## config.mk

```make
export PLATFORM = sky130hd
export DESIGN_NAME = opmul_ctrl
export DESIGN_NICKNAME = d
export VERILOG_FILES = /design/src/rtl/opmul_pkg.sv /design/src/rtl/opmul_fsm.sv /design/src/rtl/opmul_operand_reg.sv /design/src/rtl/opmul_shift_add.sv /design/src/rtl/opmul_ctrl.sv
export SDC_FILE = /design/constraint.sdc
export NUM_CORES = 1
export LEC_CHECK = 0
export BUFFER_PORTS_ARGS = -buffer_cell sky130_fd_sc_hd__buf_4
export CAP_MARGIN = 20
export CORE_MARGIN = 2
export CORE_UTILIZATION = 55
export DETAILED_ROUTE_END_ITERATION = 7
export MAX_ROUTING_LAYER = met4
export PLACE_DENSITY = 0.76
export SYNTH_ARGS = -nofsm -noshare
export SYNTH_HDL_FRONTEND = slang
export SYNTH_SLANG_ARGS = --single-unit
export TNS_END_PERCENT = 10
```

## constraint.sdc

```tcl
create_clock -name clk -period 4.2 [get_ports clk]
set_input_delay 0.21 -clock clk [delete_from_list [all_inputs] [get_ports clk]]
set_output_delay 0.21 -clock clk [all_outputs]
set_load 0.01 [all_outputs]
```

## src/rtl/opmul_pkg.sv

```systemverilog
package opmul_pkg;

    typedef enum logic [2:0] {
        ST_INIT  = 3'd0,
        ST_GET_A = 3'd1,
        ST_ACK_A = 3'd2,
        ST_GET_B = 3'd3,
        ST_ACK_B = 3'd4,
        ST_CALC  = 3'd5
    } opmul_state_e;

endpackage

```

## src/rtl/opmul_fsm.sv

```systemverilog
module opmul_fsm
    import opmul_pkg::*;
(
    input  logic         clk,
    input  logic         rst_n,
    input  logic         key_valid,
    input  logic         confirm,
    output opmul_state_e state_o,
    output logic         clr_o,
    output logic         load_a_o,
    output logic         load_b_o,
    output logic         calc_o
);

    opmul_state_e state_q;
    opmul_state_e state_d;

    // state register
    always_ff @(posedge clk or negedge rst_n) begin
        if (!rst_n) state_q <= ST_INIT;
        else        state_q <= state_d;
    end

    // next state
    always_comb begin
        state_d = state_q;
        unique case (state_q)
            ST_INIT:  state_d = ST_GET_A;
            ST_GET_A: if (key_valid) state_d = ST_ACK_A;
            ST_ACK_A: if (confirm)   state_d = ST_GET_B;
            ST_GET_B: if (key_valid) state_d = ST_ACK_B;
            ST_ACK_B: if (confirm)   state_d = ST_CALC;
            ST_CALC:  state_d = ST_GET_A;
            default:  state_d = ST_INIT;
        endcase
    end

    // per-state outputs
    always_comb begin
        clr_o    = 1'b0;
        load_a_o = 1'b0;
        load_b_o = 1'b0;
        calc_o   = 1'b0;
        unique case (state_q)
            ST_INIT:  clr_o    = 1'b1;
            ST_GET_A: load_a_o = key_valid;
            ST_GET_B: load_b_o = key_valid;
            ST_CALC:  calc_o   = 1'b1;
            default:  ;
        endcase
    end

    assign state_o = state_q;

    p_init_once_r2: assert property (@(posedge clk) disable iff (!rst_n)
        state_q == ST_INIT |=> state_q == ST_GET_A);

    p_get_wait_r3: assert property (@(posedge clk) disable iff (!rst_n)
        (state_q == ST_GET_B && !key_valid) |=> state_q == ST_GET_B);

    p_ack_wait_r4: assert property (@(posedge clk) disable iff (!rst_n)
        (state_q == ST_ACK_A && !confirm) |=> state_q == ST_ACK_A);

    p_ack_go_r4: assert property (@(posedge clk) disable iff (!rst_n)
        (state_q == ST_ACK_B && confirm) |=> state_q == ST_CALC);

    p_calc_back_r9: assert property (@(posedge clk) disable iff (!rst_n)
        state_q == ST_CALC |=> state_q == ST_GET_A);

endmodule

```

## src/rtl/opmul_operand_reg.sv

```systemverilog
module opmul_operand_reg #(
    parameter int W = 4
) (
    input  logic         clk,
    input  logic         rst_n,
    input  logic         clr,
    input  logic         load,
    input  logic [W-1:0] d,
    output logic [W-1:0] q
);

    always_ff @(posedge clk or negedge rst_n) begin
        if (!rst_n)    q <= '0;
        else if (clr)  q <= '0;
        else if (load) q <= d;
    end

    // an operand only moves when its capture strobe fires
    p_operand_hold_r5: assert property (@(posedge clk) disable iff (!rst_n)
        (!load && !clr) |=> $stable(q));

endmodule

```

## src/rtl/opmul_shift_add.sv

```systemverilog
module opmul_shift_add #(
    parameter int OPW = 4,
    localparam int PW = 2 * OPW
) (
    input  logic [OPW-1:0] a,
    input  logic [OPW-1:0] b,
    output logic [PW-1:0]  p
);

    logic [OPW-1:0][PW-1:0] part;

    for (genvar i = 0; i < OPW; i++) begin : g_part
        assign part[i] = PW'(a & {OPW{b[i]}}) << i;
    end

    always_comb begin
        p = '0;
        for (int i = 0; i < OPW; i++) p = p + part[i];
    end

endmodule

```

## src/rtl/opmul_ctrl.sv

```systemverilog
module opmul_ctrl
    import opmul_pkg::*;
#(
    parameter int OPW = 4,
    localparam int PW = 2 * OPW
) (
    input  logic           clk,
    input  logic           rst_n,
    input  logic [OPW-1:0] key_val,
    input  logic           key_valid,
    input  logic           confirm,
    output logic [PW-1:0]  product
);

    opmul_state_e  state;
    logic          clr, load_a, load_b, calc;
    logic [OPW-1:0] op_a, op_b;
    logic [PW-1:0]  prod_next;

    opmul_fsm u_fsm (
        .clk       (clk),
        .rst_n     (rst_n),
        .key_valid (key_valid),
        .confirm   (confirm),
        .state_o   (state),
        .clr_o     (clr),
        .load_a_o  (load_a),
        .load_b_o  (load_b),
        .calc_o    (calc)
    );

    opmul_operand_reg #(.W(OPW)) u_op_a (
        .clk (clk), .rst_n (rst_n), .clr (clr),
        .load (load_a), .d (key_val), .q (op_a)
    );

    opmul_operand_reg #(.W(OPW)) u_op_b (
        .clk (clk), .rst_n (rst_n), .clr (clr),
        .load (load_b), .d (key_val), .q (op_b)
    );

    opmul_shift_add #(.OPW(OPW)) u_mul (
        .a (op_a),
        .b (op_b),
        .p (prod_next)
    );

    always_ff @(posedge clk or negedge rst_n) begin
        if (!rst_n)    product <= '0;
        else if (clr)  product <= '0;
        else if (calc) product <= prod_next;
    end

    // registered result matches a plain multiply of the captured operands
    p_product_value_r7: assert property (@(posedge clk) disable iff (!rst_n)
        state == ST_CALC |=> product == PW'(PW'($past(op_a)) * PW'($past(op_b))));

    // outside the compute and init states the product is frozen
    p_product_hold_r8: assert property (@(posedge clk) disable iff (!rst_n)
        (state != ST_CALC && state != ST_INIT) |=> $stable(product));

endmodule

```

-- Yosys cells after proc, flatten, opt, wreduce, memory -nomap -nowiden
Cells that the tools add are included.
- add/subtract/negate cells: 3
- eq/ne operators: 9
- muxes and demuxes: 15
- bitwise gates (word level): 4
- reduce and logical (&&, ||, !) cells: 6
- operators with widths (operator ; count):
    adder 8 bit ; 2
    AND 4 bit ; 4
    2-to-1 mux 4 bit ; 4
    2-to-1 mux 8 bit ; 2
    one-hot mux 3 bit (5 select lines) ; 1
    2-to-1 mux 3 bit ; 4
    adder 8 x 7 -> 8 bit ; 1
    != test 2 bit, second input constant ; 4
    equality test 3 x 2 -> 1 bit, second input constant ; 2
    equality test 3 bit, second input constant ; 2
    nonzero test 2 bit ; 3
    2-to-1 mux 1 bit ; 4
    AND reduction 4 bit ; 1
    equality test 3 x 1 -> 1 bit, second input constant ; 1
    logical NOT 3 bit ; 1
    OR reduction 2 bit ; 1
- register bits: 19
- input port bits: 8
- output and inout bits: 8
- word-level logic and storage cells: 41

-- Logic depth before layout (Yosys ltp)
Gate-level depths: netlist (run 1).
- word-level depth: 6
- gate-level depth with buffers: 12
- mapped depth without buffers: 12

-- Hierarchy
From an unflattened synthesis (run 1), not the netlist that was laid out.
- cell total of the unflattened synthesis: 114
- area total of the unflattened synthesis: 1222.4 um^2
- by module, submodules not included (module ; instances ; cells an instance ; area each (um^2) ; sequential area each (um^2)):
    opmul_shift_add ; 1 ; 46 ; 402.9 ; 0.0
    opmul_ctrl ; 1 ; 26 ; 325.3 ; 200.2
    opmul_operand_reg ; 2 ; 13 ; 160.2 ; 100.1
    opmul_fsm ; 1 ; 16 ; 173.9 ; 75.1

-- Worst setup path before layout (run 1)
OpenSTA, ideal clock, no wires.
- path type: register to register
- start: register u_op_a.q[3]
- end: register product[7]
- library setup time: 0.125 ns
- arrival time: 2.804 ns
- data required time: 4.075 ns
- slack: 1.271 ns
- cell stages (with the launch flop): 13
- buffers on the path: 0
- clock period less this slack: 2.929 ns
- cell sequence: dfrtp_1 > inv_1 > nor2_1 > fa_1 > inv_1 > fa_1 > inv_1 > ha_1 > fa_1 > a21o_1 > a21oi_1 > xor2_1 > o21ai_1
- cells in the longest elaborated chain, start to end: 6
- elaborated cells between the ends (all ways): 9
- classes of those cells: 3 x add/sub; 2 x mux; 4 x bitwise
- RTL lines (item ; line ; text):
    start, declared ; opmul_operand_reg.sv:9 ; output logic [W-1:0] q
    start signal, assigned ; opmul_operand_reg.sv:13 ; if (!rst_n) q <= '0;
    start signal, assigned ; opmul_operand_reg.sv:14 ; else if (clr) q <= '0;
    start signal, assigned ; opmul_operand_reg.sv:15 ; else if (load) q <= d;
    AND 4 bit ; opmul_shift_add.sv:13 ; assign part[i] = PW'(a & {OPW{b[i]}}) << i;
    adder 8 bit (2 in series) ; opmul_shift_add.sv:18 ; for (int i = 0; i < OPW; i++) p = p + part[i];
    adder 8 x 7 -> 8 bit (*) ; opmul_shift_add.sv:18 ;
    2-to-1 mux 8 bit (*) ; opmul_ctrl.sv:51 ; else if (calc) product <= prod_next;
    2-to-1 mux 8 bit (*) ; opmul_ctrl.sv:50 ; else if (clr) product <= '0;
    end signal, assigned ; opmul_ctrl.sv:51 ;
    end, declared ; opmul_ctrl.sv:12 ; output logic [PW-1:0] product
Every way passes the cells marked *; elsewhere a longest branch is shown, timed or not. The select of a mux whose other input is x is not followed.
A chain may end at the register's enable or synchronous reset.

-- Worst setup path after layout (run 1)
Ends and elaborated chain as after synthesis.

==> run_results.csv, run 1 <==
group,metric,value,unit
finish,antenna_cells,0,
sta,finalCritPeriodShare,73.9,%
clock_network,cts_root_buffer,"clkbuf_4",
route,post_drt_wl_per_cell,14.6,µm
global_route,grt_usage,24.6,%
setup_path,worstSetupPathType,"reg2reg",
route,drtPass1Iterations,4,
finish,area_delta_synth_final,12.6,%
power_and_ir_drop,power_density,574,nW/µm²
finish,utilization,64.1,%
power_and_ir_drop,p_leak,0.730,nW
route,wirelength,2550,µm
clock_network,cts_repair_resize_count,0,
global_route,grt_pass1_vias,1041,
floorplanning,start_util,57.0,%
route,antenna_left,0,
clock_network,cts_tree,"done",
floorplanning,rows,17,
sta,setup_viol,0,
setup_path,end_kind,"flip-flop",
global_route,grt_antenna_before_repair,0,
setup_path,cp.required,4.39,ns
status,status,"finished, final reports clean",
route,first_iter_violations,30,
setup_path,cp.arrival,3.30,ns
synthesis,synthMuxAreaShare,0,%
sta,fin_crit,3.10,ns
sta,fmax,0.322,GHz
synthesis,syn-num-nets,155,
synthesis,synthXorXnorAreaFrac,2.83,%
sta,holdWs,0.212,ns
placed_design,place_congestion,0.893,
synthesis,ys_types,25,
sta,worstMarginPinSlew,0.483,ns
power_and_ir_drop,totalPowerFinal,0.000798,W
sta,slew_headroom,67.8,%
global_route,grt_pass1_wl,4580,µm
sta,drv_slew,0,
global_route,grt_overflow,0,
floorplanning,dieArea,2640,µm²
sta,finalHoldViolCount,0,
global_route,grt_max_degree,20,
floorplanning,die_x,51.4,µm
finish,drive_gt1_share,15.0,%
placed_design,hpwl,1930,µm
route,drc,0,
synthesis,syn_inst,132,
clock_network,clk_latency,0.30,ns
sta,clock-skew-final,0.00877,ns
power_and_ir_drop,ir_drop,0.000381,V
synthesis,seq_area_frac_synth,38.5,%
floorplanning,coreArea,2170,µm²
placed_design,place.port_buffers,15,
synthesis,syn_avg_cell_area,9.37,µm²
clock_network,cts_buffers,3,
synthesis,synth_top_family_by_area,"compound AO/OA/AOI/OAI gates",
synthesis,synthSimpleGateAreaFrac,11.9,%
sta,finalSetupTns,0,ns
floorplanning,die_h,51.4,µm
finish,final_nets,171,
job,max_cap_violations,0,
hold_path,min_path_type,"in2reg",
clock_network,cts_max_level,1,
setup_path,start_kind,"flip-flop",
sta,rsz0062_at_grt,"no",
setup_path,path_max_fanout,5,
clock_network,cts.clk_slew.worst_paths,0.11,ns
route,viasPerCell,5.79,
synthesis,syn_area,1240,µm²
synthesis,ys_ff_latch,19,
floorplanning,io_pins,16,
clock_network,clock_sinks,19,
synthesis,synth_compound_area_share,22.0,%
route,vias,1013,
synthesis,yosys.area_share.adder,18.2,%
synthesis,ys_warn_count,0,
clock_network,cts.path.max_buffers,2,
==> flip-flops by register name (all words and copies together) (netlist names) <==
register       count
u_fsm.state_o      3
u_op_a.q           4
product            8
u_op_b.q           4
==> layer usage <==
layer  vias up  wire length [µm]  track usage (%)
met2        35              1220             39.7
li1        492                 -                -
met1       476              1110             29.0
met3        10               154             5.85
met4         0                63             11.4
met5         -                 0                -
==> worst max-delay path, stage by stage, from the launching register on <==
cell	delay [ns]
dfrtp_1	0.41
inv_1	0.13
nor2_1	0.09
fa_1	0.54
inv_1	0.05
fa_1	0.53
inv_1	0.04
ha_1	0.21
fa_1	0.40
a21o_1	0.20
a21oi_1	0.17
xor2_1	0.16
o21ai_1	0.07
==> final timing paths <==
| path | from | end | slack (ns) | cells after the start |
|---|---|---|---|---|
| setup reg to reg | u_op_a.q[3] | product[7] | 1.10 | 12 |
| max in group asynchronous | rst_n | u_op_b.q[2] | 3.68 | 2 |
| setup / recovery | u_op_a.q[3] | product[7] | 1.10 | 12 |
| min in group asynchronous | rst_n | product[7] | 0.31 | 2 |
| hold / removal | key_valid | u_fsm.state_o[0] | 0.21 | 2 |
| hold reg to reg | product[3] | product[3] | 0.52 | 2 |
==> cell usage in the layout (no fill, tap or decap), drive strengths merged <==
master / count
a22oi: 4
a21oi: 2
xor2: 4
clkbuf: 4
nor2: 14
o2bb2ai: 1
a21o: 3
nand4: 1
buf: 15
or2: 1
or3: 1
ha: 10
fa: 5
dlygate4sd3: 1
a22o: 10
dfrtp: 19
o22ai: 8
a32oi: 2
o21ai: 9
nand2: 19
inv: 14
==> layout make-up <==
class	instances	area (µm²)
inverter	14	52.6
multi-input combinational	94	679
sequential	19	475
timing repair buffer	16	123
tap	28	35.0
clock buffer	4	26.3
fill	195	778
==> where the power goes <==
group,internal [W],switching [W],total [W]
clock,0.0000369,0.0000551,0.0000921
combinational,0.000158,0.000217,0.000375
sequential,0.000244,0.0000865,0.000331
==> timing repair <==
item                      4_1_cts  5_1_grt
setup buffers                   0        0
hold endpoints to repair       19        0
hold buffers                    1        0
==> cell usage after synthesis (all sizes together) <==
cell / n / area [µm²]
ha: 10 / 125
dfrtp: 19 / 475
a22o: 10 / 87.6
o21ai: 9 / 45.0
a21oi: 2 / 10.0
xor2: 4 / 35.0
o22ai: 8 / 50.1
nand4: 1 / 6.26
a32oi: 2 / 17.5
or2: 1 / 6.26
o2bb2ai: 1 / 8.76
fa: 5 / 100
a21o: 3 / 22.5
clkbuf: 2 / 7.51
a22oi: 4 / 30.0
inv: 14 / 52.6
or3: 1 / 6.26
buf: 3 / 21.3
nor2: 14 / 55.1
nand2: 19 / 73.8
==> through the flow <==
stage               setup slack, ns  instances  instance area [µm²]
finish                         1.10        175                 1390
global route                  0.941        175                 1390
CTS                            1.11        175                 1390
detailed placement             1.12        170                 1360
global placement               1.21        170                 1360
floorplan                      1.27        132                 1240
==> kinds of logic after synthesis <==
kind of cell / Yosys count
xor gates and xnor gates: 4
and+or+nand+nor: 36
adders and majority gates: 15
DFF: 19
buffers and inverters: 19
AOI/OAI and AO/OA: 39
Note: power is estimated with default switching activity, not from simulation.
==> run 2, diff against run 1 <==
clock period = 3.1 ns   (was 4.2 ns; I/O delays follow)
==> run 2 against run 1 <==
Against the previous run:
- critical endpoint unchanged
- sequential share of layout area fell by 1.0 points
- global-route usage down 0.080 points
- via count is 1.7% higher
- largest cell class unchanged
- worst hold slack lost 0.074 ns
- flip-flop and latch count is the same
- critical path type unchanged
- wire length increased by 1.6%
==> run_results.csv, run 2 (synthesis results as in run 1) <==
group,metric,value,unit
finish,layout_commonest_cell,"buf_4",
sta,clock-skew-final,0.00836,ns
route,post_drt_wl_per_cell,14.4,µm
sta,slew_headroom,64.9,%
floorplanning,coreArea,2170,µm²
sta,drv_slew,0,
placed_design,hpwl,2010,µm
global_route,grt_pass1_vias,1092,
job,max_cap_violations,0,
power_and_ir_drop,p_leak,0.751,nW
placed_design,dpl_cell_area,1390,µm²
clock_network,cts_tree,"done",
placed_design,place.port_buffers,15,
route,first_iter_violations,25,
finish,regArea,475,µm²
sta,finalSetupTns,0,ns
finish,largest_register_ffs,8,
clock_network,clock_sinks,19,
global_route,grt_max_degree,20,
setup_path,ff2ff_path_depth,12,
sta,finalCritPeriodShare,94.7,%
finish,fillers,188,
clock_network,cts.path.max_buffers,2,
clock_network,cts_max_level,1,
setup_path,end_kind,"flip-flop",
finish,stdcell_count,180,
finish,drive_gt1_share,19.7,%
hold_path,worstHoldPathCells,2,
placed_design,place_congestion,0.919,
sta,rsz0062_at_grt,"no",
setup_path,path_max_fanout,4,
global_route,grt_usage,24.5,%
floorplanning,dieArea,2640,µm²
route,vias,1030,
sta,fin_crit,2.94,ns
route,drc,0,
status,status,"finished, final reports clean",
finish,area_delta_synth_final,16.1,%
power_and_ir_drop,ir_drop,0.000497,V
finish,fin_area,1440,µm²
route,drtPass1Iterations,4,
finish,antenna_cells,0,
sta,worstMarginPinSlew,0.527,ns
power_and_ir_drop,power_density,782,nW/µm²
setup_path,cp.required,3.31,ns
sta,fmax,0.340,GHz
setup_path,start_kind,"flip-flop",
finish,top_regs,"product: 8 flops, u_op_a.q: 4 flops, u_op_b.q: 4 flops",
floorplanning,start_util,57.0,%
global_route,grt_pass1_wl,4680,µm
clock_network,clk_latency,0.31,ns
clock_network,cts.clk_slew.worst_paths,0.11,ns
setup_path,worstSetupPathType,"reg2reg",
floorplanning,die_h,51.4,µm
setup_path,cp.arrival,3.14,ns
floorplanning,io_pins,16,
finish,top_register,"product",
finish,layout_common_cells,"buf_4 (20), dfrtp_1 (19), nand2_1 (18), nor2_1 (13), inv_1 (11)",
sta,setup_viol,0,
placed_design,placed_cells,174,
route,viasPerCell,5.72,
clock_network,cts_root_buffer,"clkbuf_4",
route,antenna_left,0,
hold_path,min_path_type,"in2reg",
finish,multi_input_area,686,µm²
clock_network,cts_buffers,3,
floorplanning,rows,17,
floorplanning,die_x,51.4,µm
global_route,grt_overflow,0,
global_route,grt_antenna_before_repair,0,
sta,finalHoldViolCount,0,
finish,final_nets,176,
route,wirelength,2590,µm
==> run 2: final timing paths <==
| kind | slack (ns) | startpoint | to |
|---|---|---|---|
| max in group asynchronous | 2.64 | rst_n | u_op_b.q[2] |
| worst max register to register | 0.16 | u_op_b.q[0] | product[7] |
| worst min register to register | 0.52 | u_op_a.q[3] | u_op_a.q[3] |
| min in group asynchronous | 0.24 | rst_n | product[6] |
| worst min-delay path | 0.14 | key_valid | u_fsm.state_o[0] |
| worst max-delay path | 0.16 | u_op_b.q[0] | product[7] |
==> run 2: per-stage QoR <==
stage          power [W]  util, %  worst slack, ns  hold slack [ns]
6_report         0.00112     66.1            0.163            0.139
5_1_grt          0.00122     66.1           0.0395            0.156
4_1_cts          0.00112     65.5           0.0482            0.144
3_5_place_dp    0.000981     63.8           0.0596           0.0431
3_3_place_gp    0.000965     63.8            0.130           0.0407
2_1_floorplan   0.000811        -            0.171           -0.141
==> run 2: cell type report <==
class                           instances  area share [%]
Multi-Input combinational cell         94            47.8
Inverter                               14            3.66
Sequential cell                        19            33.1
Tap cell                               28            2.44
Timing Repair Buffer                   21            11.2
Clock buffer                            4            1.83
==> run 2: metal layers <==
layer | global-route usage (%) | part of all wire (%) | vias up
met4 | 10.5 | 1.7 | 0
met1 | 27.5 | 41 | 493
met2 | 42.5 | 52 | 35
met3 | 4.68 | 5.4 | 4
met5 | - | 0 | -
li1 | - | - | 498
==> run 2: where the power goes <==
group          switching (W)  internal (W)  leakage (nW)
clock              0.0000816     0.0000503        0.0150
combinational       0.000300      0.000242         0.486
sequential          0.000118      0.000331         0.250
total               0.000500      0.000623         0.751
==> run 2: critical path, stage by stage (launching register included) <==
cell and delay, ns:
dfrtp_1 0.44, inv_2 0.08, nor2_1 0.05, fa_1 0.52, inv_1 0.05, fa_1 0.52
inv_1 0.04, ha_1 0.21, fa_2 0.35, a21o_1 0.19, a21oi_2 0.14, xor2_1 0.16
o21ai_1 0.07
==> run 2: repair_timing <==
item                                   in CTS  in global routing
resized for setup                           0                  3
buffers inserted                            0                  1
endpoints found under the hold margin      19                  0
setup endpoints to repair                   0                  1
hold buffers                                1                  0
